`src/rtl/geq_pkg.sv`:
```
package geq_pkg;

    parameter int GEQ_NUM_CH   = 4;
    parameter int GEQ_SAMPLE_W = 25;
    parameter int GEQ_WEIGHT_W = 19;
    parameter int GEQ_FRAC_W   = 18;
    parameter int GEQ_LAG      = 3;
    parameter int GEQ_MAX_UPD  = 64;

    typedef enum logic {
        MODE_NORMAL = 1'b0,
        MODE_CAL    = 1'b1
    } geq_mode_e;

endpackage

```
`src/rtl/geq_weight_mul.sv`:
```
module geq_weight_mul #(
    parameter int SAMPLE_W = geq_pkg::GEQ_SAMPLE_W,
    parameter int WEIGHT_W = geq_pkg::GEQ_WEIGHT_W,
    parameter int FRAC_W   = geq_pkg::GEQ_FRAC_W
) (
    input  logic [SAMPLE_W-1:0] smp,
    input  logic [WEIGHT_W-1:0] weight,
    output logic [SAMPLE_W-1:0] result
);
    localparam int PROD_W = SAMPLE_W + WEIGHT_W + 1;
    localparam logic signed [PROD_W-1:0] SMAX =
        {{(PROD_W-SAMPLE_W+1){1'b0}}, {(SAMPLE_W-1){1'b1}}};
    localparam logic signed [PROD_W-1:0] SMIN =
        {{(PROD_W-SAMPLE_W+1){1'b1}}, {(SAMPLE_W-1){1'b0}}};

    logic signed [PROD_W-1:0] prod;
    logic signed [PROD_W-1:0] scaled;

    always_comb begin
        prod   = $signed(smp) * $signed({1'b0, weight});
        scaled = prod >>> FRAC_W;
        if (scaled > SMAX) begin
            result = SMAX[SAMPLE_W-1:0];
        end else if (scaled < SMIN) begin
            result = SMIN[SAMPLE_W-1:0];
        end else begin
            result = scaled[SAMPLE_W-1:0];
        end
    end

endmodule

```
`src/rtl/geq_lane.sv`:
```
module geq_lane #(
    parameter int SAMPLE_W = geq_pkg::GEQ_SAMPLE_W,
    parameter int WEIGHT_W = geq_pkg::GEQ_WEIGHT_W,
    parameter int FRAC_W   = geq_pkg::GEQ_FRAC_W,
    parameter int LAG      = geq_pkg::GEQ_LAG
) (
    input  logic                clk,
    input  logic                rst_n,
    input  logic                restart,
    input  logic                step,
    input  logic [SAMPLE_W-1:0] ref_smp,
    input  logic [SAMPLE_W-1:0] ch_smp,
    input  logic [WEIGHT_W-1:0] thr,
    output logic [SAMPLE_W-1:0] weighted,
    output logic                converged
);
    localparam int SHIFT = SAMPLE_W - 1 - FRAC_W;
    localparam int ACC_W = WEIGHT_W + SAMPLE_W + 2;
    localparam int CNT_W = $clog2(LAG + 1);
    localparam logic [WEIGHT_W-1:0] W_ONE = WEIGHT_W'(1) << FRAC_W;
    localparam logic signed [ACC_W-1:0] RND = ACC_W'((2 ** SHIFT) - 1);
    localparam logic signed [ACC_W-1:0] WLIM =
        {{(ACC_W-WEIGHT_W){1'b0}}, {WEIGHT_W{1'b1}}};

    typedef struct packed {
        logic [LAG-1:0][WEIGHT_W-1:0] win;
        logic [CNT_W-1:0]             nupd;
        logic                         conv;
    } lane_t;

    lane_t q, d;

    logic signed [ACC_W-1:0] ref_x, wsm_x, w_x, err, delta, cand;
    logic [WEIGHT_W-1:0]     new_w, gap, oldest;

    geq_weight_mul #(
        .SAMPLE_W (SAMPLE_W),
        .WEIGHT_W (WEIGHT_W),
        .FRAC_W   (FRAC_W)
    ) u_mul (
        .smp    (ch_smp),
        .weight (q.win[0]),
        .result (weighted)
    );

    always_comb begin
        ref_x = {{(ACC_W-SAMPLE_W){ref_smp[SAMPLE_W-1]}}, ref_smp};
        wsm_x = {{(ACC_W-SAMPLE_W){weighted[SAMPLE_W-1]}}, weighted};
        w_x   = {{(ACC_W-WEIGHT_W){1'b0}}, q.win[0]};
        err   = ref_x - wsm_x;
        delta = (err + RND) >>> SHIFT;
        cand  = ch_smp[SAMPLE_W-1] ? (w_x - delta) : (w_x + delta);
        if (cand[ACC_W-1]) begin
            new_w = '0;
        end else if (cand > WLIM) begin
            new_w = '1;
        end else begin
            new_w = cand[WEIGHT_W-1:0];
        end
        oldest = q.win[LAG-1];
        gap    = (new_w >= oldest) ? (new_w - oldest) : (oldest - new_w);

        d = q;
        if (restart) begin
            for (int k = 0; k < LAG; k++) begin
                d.win[k] = W_ONE;
            end
            d.nupd = '0;
            d.conv = 1'b0;
        end else if (step && !q.conv) begin
            for (int k = LAG - 1; k > 0; k--) begin
                d.win[k] = q.win[k-1];
            end
            d.win[0] = new_w;
            if (q.nupd < CNT_W'(LAG)) begin
                d.nupd = q.nupd + 1'b1;
            end
            if ((q.nupd >= CNT_W'(LAG - 1)) && (gap < thr)) begin
                d.conv = 1'b1;
            end
        end
    end

    always_ff @(posedge clk or negedge rst_n) begin
        if (!rst_n) begin
            for (int k = 0; k < LAG; k++) begin
                q.win[k] <= W_ONE;
            end
            q.nupd <= '0;
            q.conv <= 1'b0;
        end else begin
            q <= d;
        end
    end

    assign converged = q.conv;

    assert_restart_loads_one_R3: assert property (@(posedge clk) disable iff (!rst_n)
        restart |=> (q.win[0] == W_ONE) && !converged);

    assert_frozen_after_converge_R6: assert property (@(posedge clk) disable iff (!rst_n)
        (converged && !restart) |=> $stable(q.win[0]));

    assert_converge_needs_lag_R6: assert property (@(posedge clk) disable iff (!rst_n)
        $rose(converged) |-> (q.nupd >= CNT_W'(LAG)));

    assert_idle_holds_weight_R10: assert property (@(posedge clk) disable iff (!rst_n)
        (!step && !restart) |=> $stable(q.win[0]));

endmodule

```
`src/rtl/gain_equalizer.sv`:
```
module gain_equalizer
    import geq_pkg::*;
#(
    parameter int NUM_CH   = GEQ_NUM_CH,
    parameter int SAMPLE_W = GEQ_SAMPLE_W,
    parameter int WEIGHT_W = GEQ_WEIGHT_W,
    parameter int FRAC_W   = GEQ_FRAC_W,
    parameter int LAG      = GEQ_LAG,
    parameter int MAX_UPD  = GEQ_MAX_UPD
) (
    input  logic                         clk,
    input  logic                         rst_n,
    input  logic                         cal_start,
    input  logic [WEIGHT_W-1:0]          cal_thresh,
    input  logic                         smp_valid,
    input  logic [NUM_CH*SAMPLE_W-1:0]   smp_in,
    output logic                         out_valid,
    output logic [NUM_CH*SAMPLE_W-1:0]   smp_out,
    output logic [NUM_CH-2:0]            ch_converged,
    output logic                         cal_busy,
    output logic                         cal_done,
    output logic                         cal_timeout
);
    localparam int UPD_W = $clog2(MAX_UPD + 1);

    typedef struct packed {
        geq_mode_e                        mode;
        logic                             done;
        logic                             tout;
        logic [UPD_W-1:0]                 cnt;
        logic                             ovalid;
        logic [NUM_CH-1:0][SAMPLE_W-1:0]  out;
    } top_t;

    top_t q, d;

    logic [NUM_CH-1:0][SAMPLE_W-1:0] weighted;
    logic [NUM_CH-2:0]               conv;
    logic                            all_conv;
    logic                            step;

    assign weighted[0] = smp_in[SAMPLE_W-1:0];
    assign all_conv    = &conv;
    assign step        = (q.mode == MODE_CAL) && smp_valid && !cal_start
                         && (q.cnt != UPD_W'(MAX_UPD)) && !all_conv;

    for (genvar c = 1; c < NUM_CH; c++) begin : g_lane
        geq_lane #(
            .SAMPLE_W (SAMPLE_W),
            .WEIGHT_W (WEIGHT_W),
            .FRAC_W   (FRAC_W),
            .LAG      (LAG)
        ) u_lane (
            .clk       (clk),
            .rst_n     (rst_n),
            .restart   (cal_start),
            .step      (step),
            .ref_smp   (smp_in[SAMPLE_W-1:0]),
            .ch_smp    (smp_in[c*SAMPLE_W +: SAMPLE_W]),
            .thr       (cal_thresh),
            .weighted  (weighted[c]),
            .converged (conv[c-1])
        );
    end

    always_comb begin
        d = q;
        d.ovalid = smp_valid && (q.mode == MODE_NORMAL) && !cal_start;
        if (d.ovalid) begin
            d.out = weighted;
        end
        if (cal_start) begin
            d.mode = MODE_CAL;
            d.done = 1'b0;
            d.tout = 1'b0;
            d.cnt  = '0;
        end else if (q.mode == MODE_CAL) begin
            if (all_conv) begin
                d.mode = MODE_NORMAL;
                d.done = 1'b1;
            end else if (q.cnt == UPD_W'(MAX_UPD)) begin
                d.mode = MODE_NORMAL;
                d.done = 1'b1;
                d.tout = 1'b1;
            end else if (step) begin
                d.cnt = q.cnt + 1'b1;
            end
        end
    end

    always_ff @(posedge clk or negedge rst_n) begin
        if (!rst_n) begin
            q.mode   <= MODE_NORMAL;
            q.done   <= 1'b0;
            q.tout   <= 1'b0;
            q.cnt    <= '0;
            q.ovalid <= 1'b0;
            q.out    <= '0;
        end else begin
            q <= d;
        end
    end

    assign out_valid    = q.ovalid;
    assign smp_out      = q.out;
    assign ch_converged = conv;
    assign cal_busy     = (q.mode == MODE_CAL);
    assign cal_done     = q.done;
    assign cal_timeout  = q.tout;

    assert_no_output_in_cal_R1: assert property (@(posedge clk) disable iff (!rst_n)
        cal_busy |-> !out_valid);

    assert_done_not_busy_R7: assert property (@(posedge clk) disable iff (!rst_n)
        !(cal_done && cal_busy));

    assert_done_means_converged_R7: assert property (@(posedge clk) disable iff (!rst_n)
        ($rose(cal_done) && !cal_timeout) |-> (&ch_converged));

    assert_timeout_implies_done_R8: assert property (@(posedge clk) disable iff (!rst_n)
        cal_timeout |-> cal_done);

    assert_update_bound_R8: assert property (@(posedge clk) disable iff (!rst_n)
        q.cnt <= UPD_W'(MAX_UPD));

endmodule

```
`config.mk`:
```
export PLATFORM = sky130hd
export DESIGN_NAME = gain_equalizer
export DESIGN_NICKNAME = d
export VERILOG_FILES = /design/src/rtl/geq_pkg.sv /design/src/rtl/geq_weight_mul.sv /design/src/rtl/geq_lane.sv /design/src/rtl/gain_equalizer.sv
export SDC_FILE = /design/constraint.sdc
export NUM_CORES = 2
export LEC_CHECK = 0
export BUFFER_PORTS_ARGS = -buffer_cell sky130_fd_sc_hd__buf_4
export CAP_MARGIN = 15
export CORE_MARGIN = 10
export CORE_UTILIZATION = 40
export DETAILED_ROUTE_END_ITERATION = 8
export PLACE_DENSITY = 0.63
export SLEW_MARGIN = 40
export SYNTH_ARGS = -nofsm -noshare
export SYNTH_HDL_FRONTEND = slang
export SYNTH_SLANG_ARGS = --single-unit
export TNS_END_PERCENT = 5
```
`constraint.sdc`:
```
create_clock -name clk -period 32.2 [get_ports clk]
set_input_delay 6.44 -clock clk [delete_from_list [all_inputs] [get_ports clk]]
set_output_delay 6.44 -clock clk [all_outputs]
set_load 0.01 [all_outputs]
```
; ---- Yosys cells after proc, flatten, opt, wreduce, memory -nomap -nowiden
; Index checks and enable logic that the tools add are counted.
[totals]
word_cells = 152
mem_count = 0
latch_bits = 0
romBits = 0
inputBits = 123
regBits = 291
out_inout_bits = 107
ramBits = 0
[op_classes]
n_eq_ne = 4
magnitude_cmp = 21
n_bitwise = 1
add_sub_neg = 22
shift = 0
mul = 3
reduce_logical = 40
n_div = 0
muxes = 37
[ops]
columns = cell, n
row1 = $mux 60, 6
row2 = $mux 19, 9
row3 = $mux 25, 6
row4 = $gt 46x20->1 const B, 3
row5 = $mux 46, 3
row6 = $mul 25x20->45, 3
row7 = $add 20x40->41, 3
row8 = $sub 20x40->41, 3
row9 = $sub 19x19->19, 6
row10 = $add 26x7->27 const B, 3
row11 = $gt 27x25->1 const B, 3
row12 = $lt 27x25->1 const B, 3
row13 = $sub 25x25->26, 3
row14 = $ge 19x19->1, 3
row15 = $lt 19x19->1, 3
row16 = $reduce_bool 2->1, 12
row17 = $mux 10, 2
row18 = $mux 7, 2
row19 = $reduce_and 2->1, 7
row20 = $logic_and 1x1->1, 12
row21 = $mux 2, 4
row22 = $mux 8, 1
row23 = $add 7x1->7 const B, 1
row24 = $eq 7x7->1 const B, 1
row25 = 12 further kinds, 26

; ---- Depth between registers and ports, before layout
[logic_depth]
ltp_word = 18
mapped_depth = 106
mapped_depth_nobuf = 102

; ---- Cells and area by module
; A second synthesis with hierarchy kept.
[hier_totals]
cells_unflattened = 9441
hier_area_um2 = 83131.0
[by_module_without_submodules]
columns = module, area_each_um2, n_inst, cells_per_inst
row1 = geq_lane, 8149.1, 3, 1039
row2 = geq_weight_mul at g_lane[2].u_lane.u_mul, 17934.7, 1, 1980
row3 = geq_weight_mul at g_lane[1].u_lane.u_mul, 17927.2, 1, 1986
row4 = geq_weight_mul at g_lane[3].u_lane.u_mul, 17782.1, 1, 1987
row5 = gain_equalizer, 5039.8, 1, 371

; ---- Worst setup path before layout
; No wires, ideal clock.
[synth_path]
path_kind = in2reg
from = in smp_in[99]
to = reg, netlist name g_lane[3].u_lane.converged
path_buffers = 8
cell_stages = 99
setup_slack_ns = 6.317
required_time_ns = 32.117
arrival_time_ns = 25.801
cell_sequence = clkbuf_1 -> clkbuf_1 -> clkbuf_1 -> nand2_1 -> fa_1 -> fa_1 -> fa_1 -> inv_1 -> fa_1 -> fa_1 -> fa_1 -> inv_1 -> fa_1 -> inv_1 -> ha_1 -> a21oi_1 -> nand3_1 -> a41o_1 -> [63 not listed] -> o21a_1 -> o21ai_0 -> nand2b_1 -> a21oi_1 -> nor2b_1 -> o21ai_0 -> nand2b_1 -> a21oi_1 -> nor2b_1 -> o21ai_0 -> nand2b_1 -> a21oi_1 -> nor2b_1 -> o21ai_0 -> nand2b_1 -> a21oi_1 -> nor2_1 -> o22ai_1
[synth_via]
elab_chain_len = 17
word_cells_on_any_way = 21
[synth_rtl]
columns = element, line_no
row1 = start: declaration, gain_equalizer.sv:16  ; input logic [NUM_CH*SAMPLE_W-1:0] smp_in,
row2 = $mul 25x20->45, geq_weight_mul.sv:20  ; prod = $signed(smp) * $signed({1'b0, weight});
row3 = $lt 27x25->1, geq_weight_mul.sv:24  ; end else if (scaled < SMIN) begin
row4 = $mux 25, geq_weight_mul.sv:24
row5 = $mux 25, geq_weight_mul.sv:22  ; if (scaled > SMAX) begin
row6 = $sub 25x25->26, geq_lane.sv:50  ; err = ref_x - wsm_x;
row7 = $add 26x7->27, geq_lane.sv:51  ; delta = (err + RND) >>> SHIFT;
row8 = $add 20x40->41 / $sub 20x40->41 (equally long branches), geq_lane.sv:52  ; cand = ch_smp[SAMPLE_W-1] ? (w_x - delta) : (w_x + delta);
row9 = $mux 46 *, geq_lane.sv:52
row10 = $gt 46x20->1, geq_lane.sv:55  ; end else if (cand > WLIM) begin
row11 = $mux 19, geq_lane.sv:55
row12 = $mux 19 *, geq_lane.sv:53  ; if (cand[ACC_W-1]) begin
row13 = $sub 19x19->19 / $ge 19x19->1 (equally long branches), geq_lane.sv:61  ; gap = (new_w >= oldest) ? (new_w - oldest) : (oldest - new_w);
row14 = $mux 19 *, geq_lane.sv:61
row15 = $lt 19x19->1 *, geq_lane.sv:78  ; if ((q.nupd >= CNT_W'(LAG - 1)) && (gap < thr)) begin
row16 = $logic_and 1x1->1 *, geq_lane.sv:78
row17 = $reduce_bool 2->1 (no source line) *, n/a
row18 = $reduce_and 2->1 (no source line) *, n/a
; Every way passes the cells marked *; elsewhere a longest branch is shown, timed or not.
; A chain may end at the register's enable or synchronous reset.

; ---- Final worst setup path
[layout_path]
from = in smp_in[74]
to = reg, netlist name g_lane[2].u_lane.converged
[layout_via]
elab_chain_len = 17
word_cells_on_any_way = 21
[layout_rtl]
columns = element, line_no
row1 = $mul 25x20->45 *, geq_weight_mul.sv:20
row2 = $lt 27x25->1, geq_weight_mul.sv:24
row3 = $mux 25, geq_weight_mul.sv:24
row4 = $mux 25 *, geq_weight_mul.sv:22
row5 = net g_lane[2].u_lane.u_mul.result[24], geq_weight_mul.sv:8  ; output logic [SAMPLE_W-1:0] result
row6 = $sub 25x25->26 *, geq_lane.sv:50
row7 = $add 26x7->27 *, geq_lane.sv:51
row8 = $add 20x40->41 / $sub 20x40->41 (equally long branches), geq_lane.sv:52
row9 = [2 not listed], n/a
row10 = $mux 19, geq_lane.sv:55
row11 = $mux 19 *, geq_lane.sv:53
row12 = $sub 19x19->19 / $ge 19x19->1 (equally long branches), geq_lane.sv:61
row13 = $mux 19 *, geq_lane.sv:61
row14 = $lt 19x19->1 *, geq_lane.sv:78
row15 = $logic_and 1x1->1 *, geq_lane.sv:78
row16 = $reduce_bool 2->1 (no source line) *, n/a
row17 = $reduce_and 2->1 (no source line) *, n/a
; Mark *: on every way through the listed nets, which the timed path passes. The rest lies on a longest branch.

==> impl_results.html <==
<table>
<tr><th>Metric</th><th>Value</th></tr>
<tr><th colspan="2">GRT</th></tr>
<tr><td>Antenna violations before repair</td><td>18</td></tr>
<tr><td>Pin count of the biggest net entering global routing</td><td>149</td></tr>
<tr><td>Most congested layer reported by global routing</td><td>met2</td></tr>
<tr><td>Number of global-route vias before repair</td><td>66578</td></tr>
<tr><td>Met3 layer usage reported by global route</td><td>2.713%</td></tr>
<tr><td>Met2 capacity usage during global routing</td><td>38.33%</td></tr>
<tr><td>Global route total overflow</td><td>0</td></tr>
<tr><td>Total routing usage reported by global routing</td><td>between 20% and 30%</td></tr>
<tr><td>First-pass GRT wire length</td><td>between 300000 and 400000 um</td></tr>
<tr><td>Met1 track demand over resource</td><td>28.90%</td></tr>
<tr><th colspan="2">Routing</th></tr>
<tr><td>Wirelength per Cell</td><td>20.91 um</td></tr>
<tr><td>Remaining routing DRC violations</td><td>0</td></tr>
<tr><td>Count of routing violations after the opening detailed-route iteration</td><td>3965</td></tr>
<tr><td>DR vias</td><td>62051</td></tr>
<tr><td>DRT Wirelength</td><td>~250000 um</td></tr>
<tr><td>Via density</td><td>5.273</td></tr>
<tr><td>Detailed-router iteration count before antenna repair</td><td>6</td></tr>
<tr><td>Detail Route Antenna Nets</td><td>0</td></tr>
<tr><th colspan="2">Synth</th></tr>
<tr><td>Post-synthesis instance area</td><td>slightly above 0.08 mm^2</td></tr>
<tr><td>Cell taking the most area after synthesis</td><td>fa_1</td></tr>
<tr><td>Simple-Gate Fraction of Synth Area</td><td>16.92%</td></tr>
<tr><td>Share of the yosys chip area belonging to registers</td><td>9.068%</td></tr>
<tr><td>Top area cells in the synthesized netlist</td><td>fa_1 36%, ha_1 11%, dfrtp_1 8.8%</td></tr>
<tr><td>Mean Syn Cell Area</td><td>8.721 um^2</td></tr>
<tr><td>Share of synthesized cell area in full adder, half adder and majority cells</td><td>47.66%</td></tr>
<tr><td>Main combinational cell family by area after synthesis</td><td>adder cells</td></tr>
<tr><td>Leading post-synthesis cells by instance count</td><td>1812 x inv_1, 1458 x fa_1, 1051 x nand2_1</td></tr>
<tr><td>Mapped Cells</td><td>around 9000</td></tr>
<tr><td>Fraction of synthesized cell area in xor and xnor cells</td><td>~3.4%</td></tr>
<tr><td>Number of unique standard cell types used by synthesis</td><td>109</td></tr>
<tr><td>Post-synthesis sequential element count</td><td>291</td></tr>
<tr><td>Most used DFF post-synth</td><td>dfrtp_1</td></tr>
<tr><td>Fraction of registers with async set or reset after synthesis</td><td>100.0%</td></tr>
<tr><td>Number of nets produced by synthesis</td><td>11535</td></tr>
<tr><td>Fraction of post-synthesis cell area in the top cell type by area</td><td>36.29%</td></tr>
<tr><td>Dominant cell by count in the synthesized netlist</td><td>inv_1</td></tr>
<tr><td>Ys Warns</td><td>0</td></tr>
<tr><td>Compound-cell area share of the yosys netlist</td><td>10.85%</td></tr>
<tr><td>Number of enable flip-flop cells after synthesis</td><td>0</td></tr>
<tr><td>Proportion of synthesized area in mux cells</td><td>less than 1%</td></tr>
<tr><th colspan="2">Floorplan</th></tr>
<tr><td>Row count</td><td>between 150 and 200</td></tr>
<tr><td>I/O pin count</td><td>230</td></tr>
<tr><td>Effective utilization at floorplan</td><td>40.24%</td></tr>
<tr><td>Area enclosed by the die boundary</td><td>about 0.22 mm^2</td></tr>
<tr><td>DIE HEIGHT</td><td>roughly 470 um</td></tr>
<tr><td>Die span in x</td><td>roughly 470 um</td></tr>
<tr><td>Core ar.</td><td>0.1999 mm^2</td></tr>
<tr><th colspan="2">Critical path</th></tr>
<tr><td>Critical Path AT</td><td>around 28000 ps</td></tr>
<tr><td>Length in cells of the worst reg-to-reg path</td><td>95</td></tr>
<tr><td>Crit path buffers/inverters</td><td>10</td></tr>
<tr><td>Required time at the endpoint of the critical path</td><td>32660 ps</td></tr>
<tr><td>Kind of capture point of the worst setup path</td><td>flop</td></tr>
<tr><td>Type of the setup path with the least slack</td><td>in2reg</td></tr>
<tr><td>CP max stage cell</td><td>fa_1</td></tr>
<tr><td>Cell family contributing the most delay on the critical path</td><td>compound AO/OA/AOI/OAI gates</td></tr>
<tr><td>Setup crit start kind</td><td>primary input</td></tr>
<tr><td>Worst reg2reg path startpoint</td><td>g_lane[2].u_lane.q[6]$_DFFE_PN0P_</td></tr>
<tr><td>Slowest cell delay on critical path</td><td>690 ps</td></tr>
<tr><td>Cell with the most instances on the worst path</td><td>a21oi_1</td></tr>
<tr><td>Register-to-register path setup slack</td><td>around 9600 ps</td></tr>
<tr><td>Crit-path max FO</td><td>45</td></tr>
<tr><td>Reg-to-reg critical path endpoint</td><td>g_lane[2].u_lane.converged$_DFFE_PN0P_</td></tr>
<tr><th colspan="2">CTS</th></tr>
<tr><td>Clock sink count</td><td>291</td></tr>
<tr><td>Post-CTS setup buffer count</td><td>0</td></tr>
<tr><td>Clock buffer depth</td><td>3</td></tr>
<tr><td>Clock-pin slew reported for the worst setup and hold paths after clock tree synthesis</td><td>60 ps</td></tr>
<tr><td>Number of buffers inserted during clock tree synthesis</td><td>36</td></tr>
<tr><td>CTS Hold Buffers Added</td><td>0</td></tr>
<tr><td>CTS tree</td><td>yes</td></tr>
<tr><td>Worst-skew pair later-pin latency</td><td>approximately 590 ps</td></tr>
<tr><td>Resized Gates After CTS</td><td>0</td></tr>
<tr><td>Cell at the root of the clock tree</td><td>clkbuf_16</td></tr>
<tr><td>H-tree levels</td><td>2</td></tr>
<tr><th colspan="2">Place</th></tr>
<tr><td>HPWL after DPL</td><td>195900 um</td></tr>
<tr><td>Port-buffer cells</td><td>229</td></tr>
<tr><td>Global placement routability congestion</td><td>between 0.9 and 1</td></tr>
<tr><th colspan="2">Timing</th></tr>
<tr><td>Min Clock Period, post-route</td><td>27880 ps</td></tr>
<tr><td>Setup clock skew after layout</td><td>about 40 ps</td></tr>
<tr><td>Setup-violating endpoint count in the final report</td><td>0</td></tr>
<tr><td>Final number of hold-violating endpoints</td><td>0</td></tr>
<tr><td>Normalized max-slew margin</td><td>38.33%</td></tr>
<tr><td>Summed negative setup slack over all endpoints</td><td>0 ps</td></tr>
<tr><td>Setup repair after global routing missed its margin</td><td>false</td></tr>
<tr><td>Transition time of the tightest slew-check pin</td><td>925.0 ps</td></tr>
<tr><td>Max Freq</td><td>35.86 MHz</td></tr>
<tr><td>Final Max Slew Viols</td><td>0</td></tr>
<tr><td>Post-route fraction of the period consumed by the critical path</td><td>between 80 and 90%</td></tr>
<tr><th colspan="2">Worst hold path</th></tr>
<tr><td>Terminating pin of the worst hold path</td><td>g_lane[2].u_lane.oldest[16]$_DFFE_PN0P_</td></tr>
<tr><td>Class of the tightest hold or removal check</td><td>reg2reg</td></tr>
<tr><td>Worst Min Path Start</td><td>g_lane[2].u_lane.q[38]$_DFFE_PN0P_</td></tr>
<tr><td>Worst hold path depth</td><td>2</td></tr>
<tr><th colspan="2">Status</th></tr>
<tr><td>Run status</td><td>finished, final reports clean</td></tr>
<tr><th colspan="2">Cells and area</th></tr>
<tr><td>Fraction of the core area covered by cells at the end of the flow</td><td>between 40% and 50%</td></tr>
<tr><td>Share of layout cells above drive strength 1</td><td>5.430%</td></tr>
<tr><td>Area growth from synthesis to layout</td><td>5.886%</td></tr>
<tr><td>Nets</td><td>11382</td></tr>
<tr><th colspan="2">Run</th></tr>
<tr><td>Max-capacitance violation count</td><td>0</td></tr>
</table>
routing by layer:
metal / vias to the layer above / part of all wire (%)
met1: 31578 / 42
met3: 448 / 5.5
met5: - / 0
met4: 0 / 4.7
met2: 1841 / 48
li1: 28184 / -
cells in the final DEF (no fill, tap or decap), types with 40 or more instances in the layout:
cell / count
nand4_1: 57
nor2_1: 246
ha_1: 731
dfrtp_1: 275
a211oi_1: 52
nand2b_1: 90
inv_1: 1812
nand3_1: 66
buf_4: 297
o21a_1: 66
fa_1: 1458
nand2_1: 1050
o31ai_1: 67
a21oi_1: 382
nor2b_1: 55
o21ai_0: 332
and2_1: 885
a21o_1: 161
nand3b_1: 40
o21ai_1: 70
xnor2_1: 188
xor2_1: 115
registers in the layout (all words and copies together) (netlist names), 3 cells and up:
name	count
g_lane.u_lane.q	120
smp_out	100
g_lane.u_lane.oldest	57
q	7
g_lane.u_lane.converged	3
how the worst max path moves through the flow:
stage / endpoint / depth (start not counted) / from / slack, ps
4_1_cts: g_lane[2].u_lane.converged$_DFFE_PN0P_ / 95 / smp_in[74] / 4570
6_report: g_lane[2].u_lane.converged$_DFFE_PN0P_ / 95 / smp_in[74] / 4320
5_1_grt: g_lane[2].u_lane.converged$_DFFE_PN0P_ / 95 / smp_in[74] / 2960
3_3_place_gp: g_lane[2].u_lane.converged$_DFFE_PN0P_ / 93 / smp_in[74] / 3900
3_5_place_dp: g_lane[2].u_lane.converged$_DFFE_PN0P_ / 95 / smp_in[74] / 4020
2_1_floorplan: g_lane[3].u_lane.converged$_DFFE_PN0P_ / 99 / smp_in[99] / 6320
cell families after synthesis:
kind of cell / Yosys count
and+or+nand+nor: 2680
buffers and inverters: 2310
adders and majority gates: 2189
AOI/OAI and AO/OA: 1390
xor gates and xnor gates: 306
DFF: 291
muxes: 57
through the flow:
step           std cells  hold slack [ps]  setup slack [ps]  instance area, um^2
3_3_place_gp       11684            460.2              3904                83760
5_1_grt            11763            497.0              2964                85150
6_report           11768            474.3              4316                85170
4_1_cts            11753            474.9              4572                85090
3_5_place_dp       11687            463.9              4018                83850
2_1_floorplan       9223            446.9              6317                80430
layout make-up:
| class | instances | area (um^2) |
|---|---|---|
| diodes | 14 | 35.03 |
| clock buffers | 44 | 962.2 |
| clock inverters | 22 | 272.8 |
| fillers | 19827 | 114700 |
| inverters | 1815 | 6813 |
| multi-input cells | 6622 | 64110 |
| flip-flops and latches | 291 | 7305 |
| well taps | 2656 | 3323 |
| repair buffers | 304 | 2347 |
worst register-to-register path: cells and delay by family, from the launching register on:
| family | cells | cell delay (ps) |
|---|---|---|
| AO/OA/AOI/OAI | 48 | 10520 |
| adder cells (fa/ha/maj) | 14 | 5960 |
| AND/OR/NAND/NOR | 19 | 2820 |
| buffers and inverters | 10 | 1740 |
| flip-flops | 1 | 700 |
| multiplexers | 2 | 500 |
| XOR/XNOR | 2 | 310 |
Power is left out: the tool's default activity adds up to more than one toggle a clock period on the data nets, which glitch-free logic cannot reach.
